<file path="src/rtl/palx_pkg.sv">
package palx_pkg;

   typedef enum logic [1:0] {
      SEL_INDEX  = 2'd0,
      SEL_DATA   = 2'd1,
      SEL_DACCTL = 2'd2,
      SEL_NONE   = 2'd3
   } palx_sel_e;

   // lane-align by byte offset, reverse the four bytes, drop the low byte
   function automatic logic [31:0] palx_reorder(input logic [31:0] w,
                                                input logic [1:0]  off);
      logic [31:0] s;
      s = w << {off, 3'b000};
      return {s[7:0], s[15:8], s[23:16], s[31:24]} >> 8;
   endfunction

endpackage

</file>
<file path="src/rtl/palx_ptr.sv">
// entry index plus component sub-counter, used for both read and write side
module palx_ptr #(
   parameter int IDX_W  = 8,
   parameter int COMP_N = 3,
   localparam int CSEL_W = $clog2(COMP_N)
) (
   input  logic              clk,
   input  logic              rst_n,
   input  logic              load,
   input  logic [IDX_W-1:0]  load_idx,
   input  logic              step,
   output logic [IDX_W-1:0]  idx,
   output logic [CSEL_W-1:0] comp
);
   localparam logic [CSEL_W-1:0] LAST = CSEL_W'(COMP_N - 1);

   generate
      if (COMP_N < 2) begin : g_bad_comp
         $error("palx_ptr: COMP_N must be at least 2");
      end
   endgenerate

   always_ff @(posedge clk or negedge rst_n) begin
      if (!rst_n) begin
         idx  <= '0;
         comp <= '0;
      end else if (load) begin
         idx  <= load_idx;
         comp <= '0;
      end else if (step) begin
         if (comp == LAST) begin
            comp <= '0;
            idx  <= idx + IDX_W'(1);
         end else begin
            comp <= comp + CSEL_W'(1);
         end
      end
   end
endmodule

</file>
<file path="src/rtl/palx_burst.sv">
// captures one packed colour word and emits it one component per cycle
module palx_burst #(
   parameter int CW       = 8,
   parameter int COMP_N   = 3,
   parameter int NARROW_W = 6,
   localparam int PACK_W  = CW * COMP_N
) (
   input  logic              clk,
   input  logic              rst_n,
   input  logic              start,
   input  logic [PACK_W-1:0] word,
   input  logic              narrow,
   output logic              active,
   output logic [CW-1:0]     comp_out
);
   localparam int CNT_W = $clog2(COMP_N + 1);

   logic [PACK_W-1:0] trunc;
   logic [PACK_W-1:0] shreg;
   logic [CNT_W-1:0]  cnt;

   generate
      for (genvar g = 0; g < COMP_N; g++) begin : g_lane
         if (NARROW_W < CW) begin : g_cut
            assign trunc[g*CW +: CW] = narrow ? CW'(word[g*CW +: NARROW_W])
                                              : word[g*CW +: CW];
         end else begin : g_pass
            assign trunc[g*CW +: CW] = word[g*CW +: CW];
         end
      end
   endgenerate

   always_ff @(posedge clk or negedge rst_n) begin
      if (!rst_n) begin
         shreg <= '0;
         cnt   <= '0;
      end else if (start) begin
         shreg <= trunc;
         cnt   <= CNT_W'(COMP_N);
      end else if (cnt != '0) begin
         shreg <= shreg >> CW;
         cnt   <= cnt - CNT_W'(1);
      end
   end

   assign active   = (cnt != '0);
   assign comp_out = shreg[CW-1:0];
endmodule

</file>
<file path="src/rtl/palx_dacreg.sv">
// byte-lane writable control word with forced-zero bits
module palx_dacreg #(
   parameter logic [31:0] ZERO_MASK = 32'h0000_1C00
) (
   input  logic        clk,
   input  logic        rst_n,
   input  logic        wr,
   input  logic        full,
   input  logic [1:0]  off,
   input  logic [31:0] wdata,
   output logic [31:0] value
);
   logic [3:0]  lane_en;
   logic [31:0] lane_d;
   logic [31:0] bmask;

   assign lane_en = full ? 4'hF : (4'b0001 << off);
   assign lane_d  = full ? wdata : {4{wdata[7:0]}};

   generate
      for (genvar g = 0; g < 4; g++) begin : g_mask
         assign bmask[g*8 +: 8] = {8{lane_en[g]}};
      end
   endgenerate

   always_ff @(posedge clk or negedge rst_n) begin
      if (!rst_n)  value <= '0;
      else if (wr) value <= ((value & ~bmask) | (lane_d & bmask)) & ~ZERO_MASK;
   end
endmodule

</file>
<file path="src/rtl/palx_port.sv">
module palx_port #(
   parameter int          IDX_W     = 8,
   parameter int          CW        = 8,
   parameter int          COMP_N    = 3,
   parameter int          NARROW_W  = 6,
   parameter int          DAC8_POS  = 8,
   parameter logic [31:0] ZERO_MASK = 32'h0000_1C00
) (
   input  logic                      clk,
   input  logic                      rst_n,
   input  logic                      reg_wr,
   input  logic                      reg_rd,
   input  logic [1:0]                reg_sel,
   input  logic [1:0]                reg_off,
   input  logic                      reg_full,
   input  logic [31:0]               reg_wdata,
   output logic [31:0]               reg_rdata,
   output logic                      pal_we,
   output logic [IDX_W-1:0]          pal_waddr,
   output logic [$clog2(COMP_N)-1:0] pal_wcomp,
   output logic [CW-1:0]             pal_wdata,
   output logic [IDX_W-1:0]          pal_raddr,
   output logic [$clog2(COMP_N)-1:0] pal_rcomp,
   input  logic [CW-1:0]             pal_rdata
);
   import palx_pkg::*;

   localparam int PACK_W = CW * COMP_N;

   generate
      if (IDX_W > 8) begin : g_bad_idx
         $error("palx_port: IDX_W must fit an 8-bit index field");
      end
      if (PACK_W > 32) begin : g_bad_pack
         $error("palx_port: COMP_N*CW must fit the 32-bit data word");
      end
      if (NARROW_W > CW) begin : g_bad_narrow
         $error("palx_port: NARROW_W must not exceed CW");
      end
      if (DAC8_POS > 31) begin : g_bad_pos
         $error("palx_port: DAC8_POS out of range");
      end
   endgenerate

   palx_sel_e sel;
   assign sel = palx_sel_e'(reg_sel);

   // index register decode
   logic             idx_wr, w_load, r_load;
   logic [IDX_W-1:0] r_load_val;
   assign idx_wr     = reg_wr && (sel == SEL_INDEX);
   assign w_load     = idx_wr && (reg_full || (reg_off == 2'd0));
   assign r_load     = idx_wr && (reg_full || (reg_off != 2'd0));
   assign r_load_val = reg_full ? reg_wdata[16 +: IDX_W] : reg_wdata[IDX_W-1:0];

   // DAC control
   logic [31:0] dac_value;
   logic        narrow;
   palx_dacreg #(.ZERO_MASK(ZERO_MASK)) u_dac (
      .clk   (clk),
      .rst_n (rst_n),
      .wr    (reg_wr && (sel == SEL_DACCTL)),
      .full  (reg_full),
      .off   (reg_off),
      .wdata (reg_wdata),
      .value (dac_value)
   );
   assign narrow = !dac_value[DAC8_POS];

   // data write: reorder then stream out one component per cycle
   logic [PACK_W-1:0] pack;
   logic              burst_on;
   assign pack = PACK_W'(palx_reorder(reg_full ? reg_wdata : {24'h0, reg_wdata[7:0]},
                                      reg_full ? 2'd0 : reg_off));

   palx_burst #(.CW(CW), .COMP_N(COMP_N), .NARROW_W(NARROW_W)) u_burst (
      .clk      (clk),
      .rst_n    (rst_n),
      .start    (reg_wr && (sel == SEL_DATA)),
      .word     (pack),
      .narrow   (narrow),
      .active   (burst_on),
      .comp_out (pal_wdata)
   );

   palx_ptr #(.IDX_W(IDX_W), .COMP_N(COMP_N)) u_wptr (
      .clk      (clk),
      .rst_n    (rst_n),
      .load     (w_load),
      .load_idx (reg_wdata[IDX_W-1:0]),
      .step     (burst_on),
      .idx      (pal_waddr),
      .comp     (pal_wcomp)
   );

   palx_ptr #(.IDX_W(IDX_W), .COMP_N(COMP_N)) u_rptr (
      .clk      (clk),
      .rst_n    (rst_n),
      .load     (r_load),
      .load_idx (r_load_val),
      .step     (reg_rd && (sel == SEL_DATA)),
      .idx      (pal_raddr),
      .comp     (pal_rcomp)
   );

   assign pal_we = burst_on;

   // read data
   logic [CW-1:0] rd_comp;
   assign rd_comp = narrow ? CW'(pal_rdata[NARROW_W-1:0]) : pal_rdata;

   always_ff @(posedge clk or negedge rst_n) begin
      if (!rst_n) begin
         reg_rdata <= '0;
      end else if (reg_rd) begin
         case (sel)
            SEL_INDEX:  reg_rdata <= {8'h00, 8'(pal_raddr), 8'h00, 8'(pal_waddr)};
            SEL_DATA:   reg_rdata <= 32'(rd_comp);
            SEL_DACCTL: reg_rdata <= dac_value;
            default:    reg_rdata <= '0;
         endcase
      end
   end
endmodule

</file>
<file path="config.mk">
export PLATFORM = sky130hd
export DESIGN_NAME = palx_port
export DESIGN_NICKNAME = d
export VERILOG_FILES = /design/src/rtl/palx_pkg.sv /design/src/rtl/palx_ptr.sv /design/src/rtl/palx_burst.sv /design/src/rtl/palx_dacreg.sv /design/src/rtl/palx_port.sv
export SDC_FILE = /design/constraint.sdc
export NUM_CORES = 1
export LEC_CHECK = 0
export BUFFER_PORTS_ARGS = -buffer_cell sky130_fd_sc_hd__buf_2
export CAP_MARGIN = 20
export CORE_MARGIN = 5
export CORE_UTILIZATION = 25
export CTS_CLUSTER_SIZE = 40
export DETAILED_ROUTE_END_ITERATION = 8
export GPL_TIMING_DRIVEN = 0
export PLACE_DENSITY_LB_ADDON = 0.12
export SLEW_MARGIN = 5
export SYNTH_ARGS = -nofsm -noshare
export SYNTH_HDL_FRONTEND = slang
export SYNTH_SLANG_ARGS = --single-unit
</file>
<file path="constraint.sdc">
create_clock -name clk -period 1.6 [get_ports clk]
set_input_delay 0.32 -clock clk [delete_from_list [all_inputs] [get_ports clk]]
set_output_delay 0.32 -clock clk [all_outputs]
set_load 0.01 [all_outputs]
</file>
Word-level counts from Yosys, hierarchy flattened
Index checks and enable logic that the tools add are counted.
{"block": "classes", "n_addsub": 5, "eq_ne": 4, "shifts": 2, "muxes": 26, "bitwise_logic": 4, "reduce_logical": 19}
{"cell": "one-hot mux 32 bit (3 select lines)", "count": 1}
{"cell": "2-to-1 mux 8 bit", "count": 11}
{"cell": "AND 32 bit", "count": 2}
{"cell": "2-to-1 mux 32 bit", "count": 2}
{"cell": "2-to-1 mux 24 bit", "count": 2}
{"cell": "NOT 32 bit", "count": 1}
{"cell": "bitwise OR 32 bit", "count": 1}
{"cell": "left shift 32 x 5 -> 24 bit", "count": 1}
{"cell": "2-to-1 mux 2 bit", "count": 9}
{"cell": "adder 8 x 1 -> 8 bit (second input constant)", "count": 2}
{"cell": "nonzero test 2 bit", "count": 7}
{"cell": "== test 2 bit (second input constant)", "count": 3}
{"cell": "logical AND 1 bit", "count": 6}
{"cell": "adder 2 x 1 -> 2 bit (second input constant)", "count": 2}
{"cell": "logical NOT 2 bit", "count": 2}
{"cell": "2-to-1 mux 4 bit", "count": 1}
{"cell": "AND reduction 2 bit", "count": 2}
{"cell": "left shift 1 x 2 -> 4 bit (first input constant)", "count": 1}
{"cell": "== test 2 x 1 -> 1 bit (second input constant)", "count": 1}
{"cell": "logical OR 1 bit", "count": 2}
{"cell": "subtractor 2 x 1 -> 2 bit (second input constant)", "count": 1}
{"block": "word_totals", "ff_bits": 107, "input_bits": 49, "out_inout_bits": 61, "word_cells": 68}

Logic depth before layout (Yosys ltp)
{"block": "depth", "depth_word": 5, "depth_mapped": 7, "mapped_depth_nobuf": 6}

By module
A second synthesis with hierarchy kept.
{"block": "unflattened", "cells_unflattened": 546, "hier_area_um2": 5576.6}
{"module": "palx_port", "instances": 1, "cells_per_inst": 183, "area_each_um2": 1780.5, "seq_area_each_um2": 800.8}
{"module": "palx_dacreg", "instances": 1, "cells_per_inst": 120, "area_each_um2": 1407.6, "seq_area_each_um2": 725.7}
{"module": "palx_burst", "instances": 1, "cells_per_inst": 119, "area_each_um2": 1244.9, "seq_area_each_um2": 650.6}
{"module": "palx_ptr", "instances": 2, "cells_per_inst": 62, "area_each_um2": 571.8, "seq_area_each_um2": 250.2}

Worst setup path after synthesis
No wires, ideal clock.
{"block": "synth_path", "kind": "reg2reg", "from": "register u_burst.cnt[0]", "to": "register u_wptr.idx[7]", "setup_ns": 0.077, "t_arrival_ns": 1.434, "required_time_ns": 1.523, "setup_slack_ns": 0.088, "path_stages_with_launch": 8, "path_buffers": 1, "synth_period_minus_slack_ns": 1.512, "cell_sequence": "dfrtp_1 > inv_1 > ha_1 > buf_2 > nor3b_4 > nand4_1 > xor2_1 > a21oi_1"}
{"block": "synth_via", "elab_chain_len": 3}
{"element": "start, declared", "line_no": "palx_burst.sv:20", "source": "logic [CNT_W-1:0] cnt;"}
{"element": "start signal, assigned", "line_no": "palx_burst.sv:39", "source": "cnt <= CNT_W'(COMP_N);"}
{"element": "start signal, assigned", "line_no": "palx_burst.sv:42", "source": "cnt <= cnt - CNT_W'(1);"}
{"element": "nonzero test 2 bit", "line_no": "palx_burst.sv:46", "source": "assign active = (cnt != '0);"}
{"element": "nonzero test 2 bit (no source line)"}
{"element": "AND reduction 2 bit (no source line)"}
{"element": "end signal, assigned", "line_no": "palx_ptr.sv:28", "source": "idx <= load_idx;"}
{"element": "end signal, assigned", "line_no": "palx_ptr.sv:33", "source": "idx <= idx + IDX_W'(1);"}
{"element": "end, declared", "line_no": "palx_ptr.sv:12", "source": "output logic [IDX_W-1:0] idx,"}
No other way between the ends.
A chain may end at the register's enable or synchronous reset.

Worst setup path in the final report
{"block": "layout_path", "from": "register u_burst.cnt[0]", "to": "output port pal_we"}
{"block": "layout_via", "elab_chain_len": 1}
{"element": "nonzero test 2 bit", "line_no": "palx_burst.sv:46"}
{"element": "end, declared", "line_no": "palx_port.sv:18", "source": "output logic pal_we,"}
No other way between the ends.

==> run summary <==
crit path DAT = 1.24 ns
Max-cap violations = 0
HP Class = in2reg
Fmax = 643 MHz
htree depth = 3
final period utilization = 97.2%
top-area cell type share of the netlist area = 51.9%
CP startpoint = u_burst.cnt[0]
library cells used by synthesis = 44
Cell Rows = 51
most frequent cell after synthesis = dfrtp_1
Worst Slack Setup Final = 0.0442 ns
core box area = 0.0196 mm^2
synth cell count leaders = dfrtp_1, a21oi_1, nor2_1
detailed-placement wirelength estimate = 12.3 mm
Slew Limit Fails = 0
leading cell types by total area after synthesis = dfrtp_1, mux2i_1, a21oi_1
final hold vios = 0
post-route antenna net violation count = 0
worst hold path startpoint = pal_rdata[5]
Die ar. = 0.0230 mm^2
Setup WS pre-CTS = -0.267 ns
Final nets = 687
I/O pins = 110
endpoints failing setup = 0
RR Endpoint = u_wptr.idx[1]
top cell type by total area after synthesis = dfrtp_1
Max VDD drop = 0.550 mV
yosys warns = 0
post-synthesis sequential area ratio = 51.9%
mapped cell area = 0.00502 mm^2
total power = 8890 uW
first-pass GRT wire length = 24.6 mm
number of diodes = 0
CTS tree = built
Gate Count Post-Synth = 510
Starting Density = 25.6%
Req. time, crit path = 1.28 ns
Final Skew = 0.00851 ns
area growth from synthesis to final layout = 25.5%
TritonRoute pass-1 iters = 4
Worst Hold Path EP = reg_rdata[5]
Die Ht = 152 um
Setup crit end kind = output port
DR WL/cell = 17.7 um
gr usage total = 14.3%
Hold Crit Depth = 3
Filler cells = 2094
R2R setup slack = 0.11 ns
vias in the first global route = 4242
largest net degree at the start of global routing = 58
multi-input logic area = 0.00211 mm^2
Synth Area per Inst = 9.84 um^2
FF+latch count, synth = 104
Post-synth top flop = dfrtp_1
Clk pin slew, worst setup/hold paths = 0.07 ns
initial drt markers = 384
clk sinks = 104
clk buf depth = 2
final core occ = 32.2%
number of synthesized flops with an enable pin = 0
Slew headroom = 57.1%
total gr overflow = 0
Tmin final = 1.56 ns
Vias/cell = 4.62
Vias = 4184
CP max FO = 5
layout cells sized above 1 = 27.2%
pwr dens = 1410 mW/mm^2
root buffer selected by CTS = clkbuf_16
die span in x = 152 um
total CTS buffers = 9
total wire length = 16.0 mm
RR Startpoint = u_burst.cnt[0]
RSZ-0062 raised after global routing = true
outcome = finished clean
crit path launch type = flip-flop
gpl congestion = 0.798
PortBufs = 106
FF+latch area = 0.00260 mm^2
R2R depth = 8
Static Leak = 0.00290 uW
Residual DRC = 0
type of the worst setup path = reg2out
initial antenna violation count = 2
worst slew pin tran = 0.639 ns
Async SR Flop Fraction = 100%
Clock Latency Late Sink = 0.36 ns
-- layout by cell type, fill, tap and decap left out, types with 16 or more instances in the layout --
cell,n
dfrtp_1,104
buf_4,16
nand2_1,43
a21oi_1,63
buf_2,121
o21ai_0,27
mux2i_1,33
nor2_1,45
inv_1,25
o22ai_1,18
-- kinds of logic after synthesis --
kind of cell    count (synthesis)  synth area share [%]
compound gates                145                  17.0
xor+xnor                       15                  2.62
fa+ha+maj                       3                 0.748
buf+inv                        67                  6.43
flops                         104                  51.9
mux                            42                  8.60
other cells                     1                0.0747
simple gates                  133                  12.6
-- worst max-delay path: stages, from the launching register on --
cell     delay [ns]
dfrtp_1        0.39
inv_1          0.06
ha_2           0.16
buf_6          0.13
inv_6          0.04
buf_6          0.11
-- what timing repair did --
action	CTS	global route
endpoints found under the setup margin	17	9
endpoints found under the hold margin	47	0
hold buffers	1	0
resized for setup	7	4
pin swaps	1	6
setup buffers	2	2
-- power breakdown --
group          switching [uW]  total, uW  internal [uW]
clock network            1020       2330           1300
registers                 575       3850           3280
logic                    1410       2710           1310
-- worst max-delay path by stage --
stage / to / slack (ns)
2_1_floorplan: u_wptr.idx[7] / 0.09
3_3_place_gp: u_wptr.idx[4] / -1.11
3_5_place_dp: u_burst.shreg[3] / -0.27
4_1_cts: pal_we / 0.003
5_1_grt: pal_we / -0.02
6_report: pal_we / 0.04
-- layer usage --
metal / track usage (%) / vias up / wire length, um
met5: 0 / - / 27
met3: 3.87 / 18 / 1030
met2: 21.7 / 119 / 7110
li1: - / 2019 / -
met4: 3.86 / 4 / 189
met1: 20.1 / 2024 / 7620
-- area by class of cell --
cell class                 count  share of cell area (%)
tap                          265                    5.26
inverter                      27                    1.69
multi-input combinational    341                    33.5
buffer                        40                    3.64
clock buffer                  12                    4.07
clock inverter                 4                   0.814
sequential                   104                    41.3
timing repair buffer         112                    9.75
-- stage by stage --
step | area, um^2 | cells | TNS [ns] | hold WS (ns)
final | 6300 | 905 | 0 | 0.262
after global routing | 6300 | 905 | -0.0183 | 0.279
after CTS | 6270 | 903 | 0 | 0.246
after detailed placement | 5920 | 884 | -4.28 | 0.297
after global placement | 5890 | 883 | -118.70 | 0.469
after floorplan | 5020 | 512 | 0 | 0.0244
(Power assumes the default switching activity.)
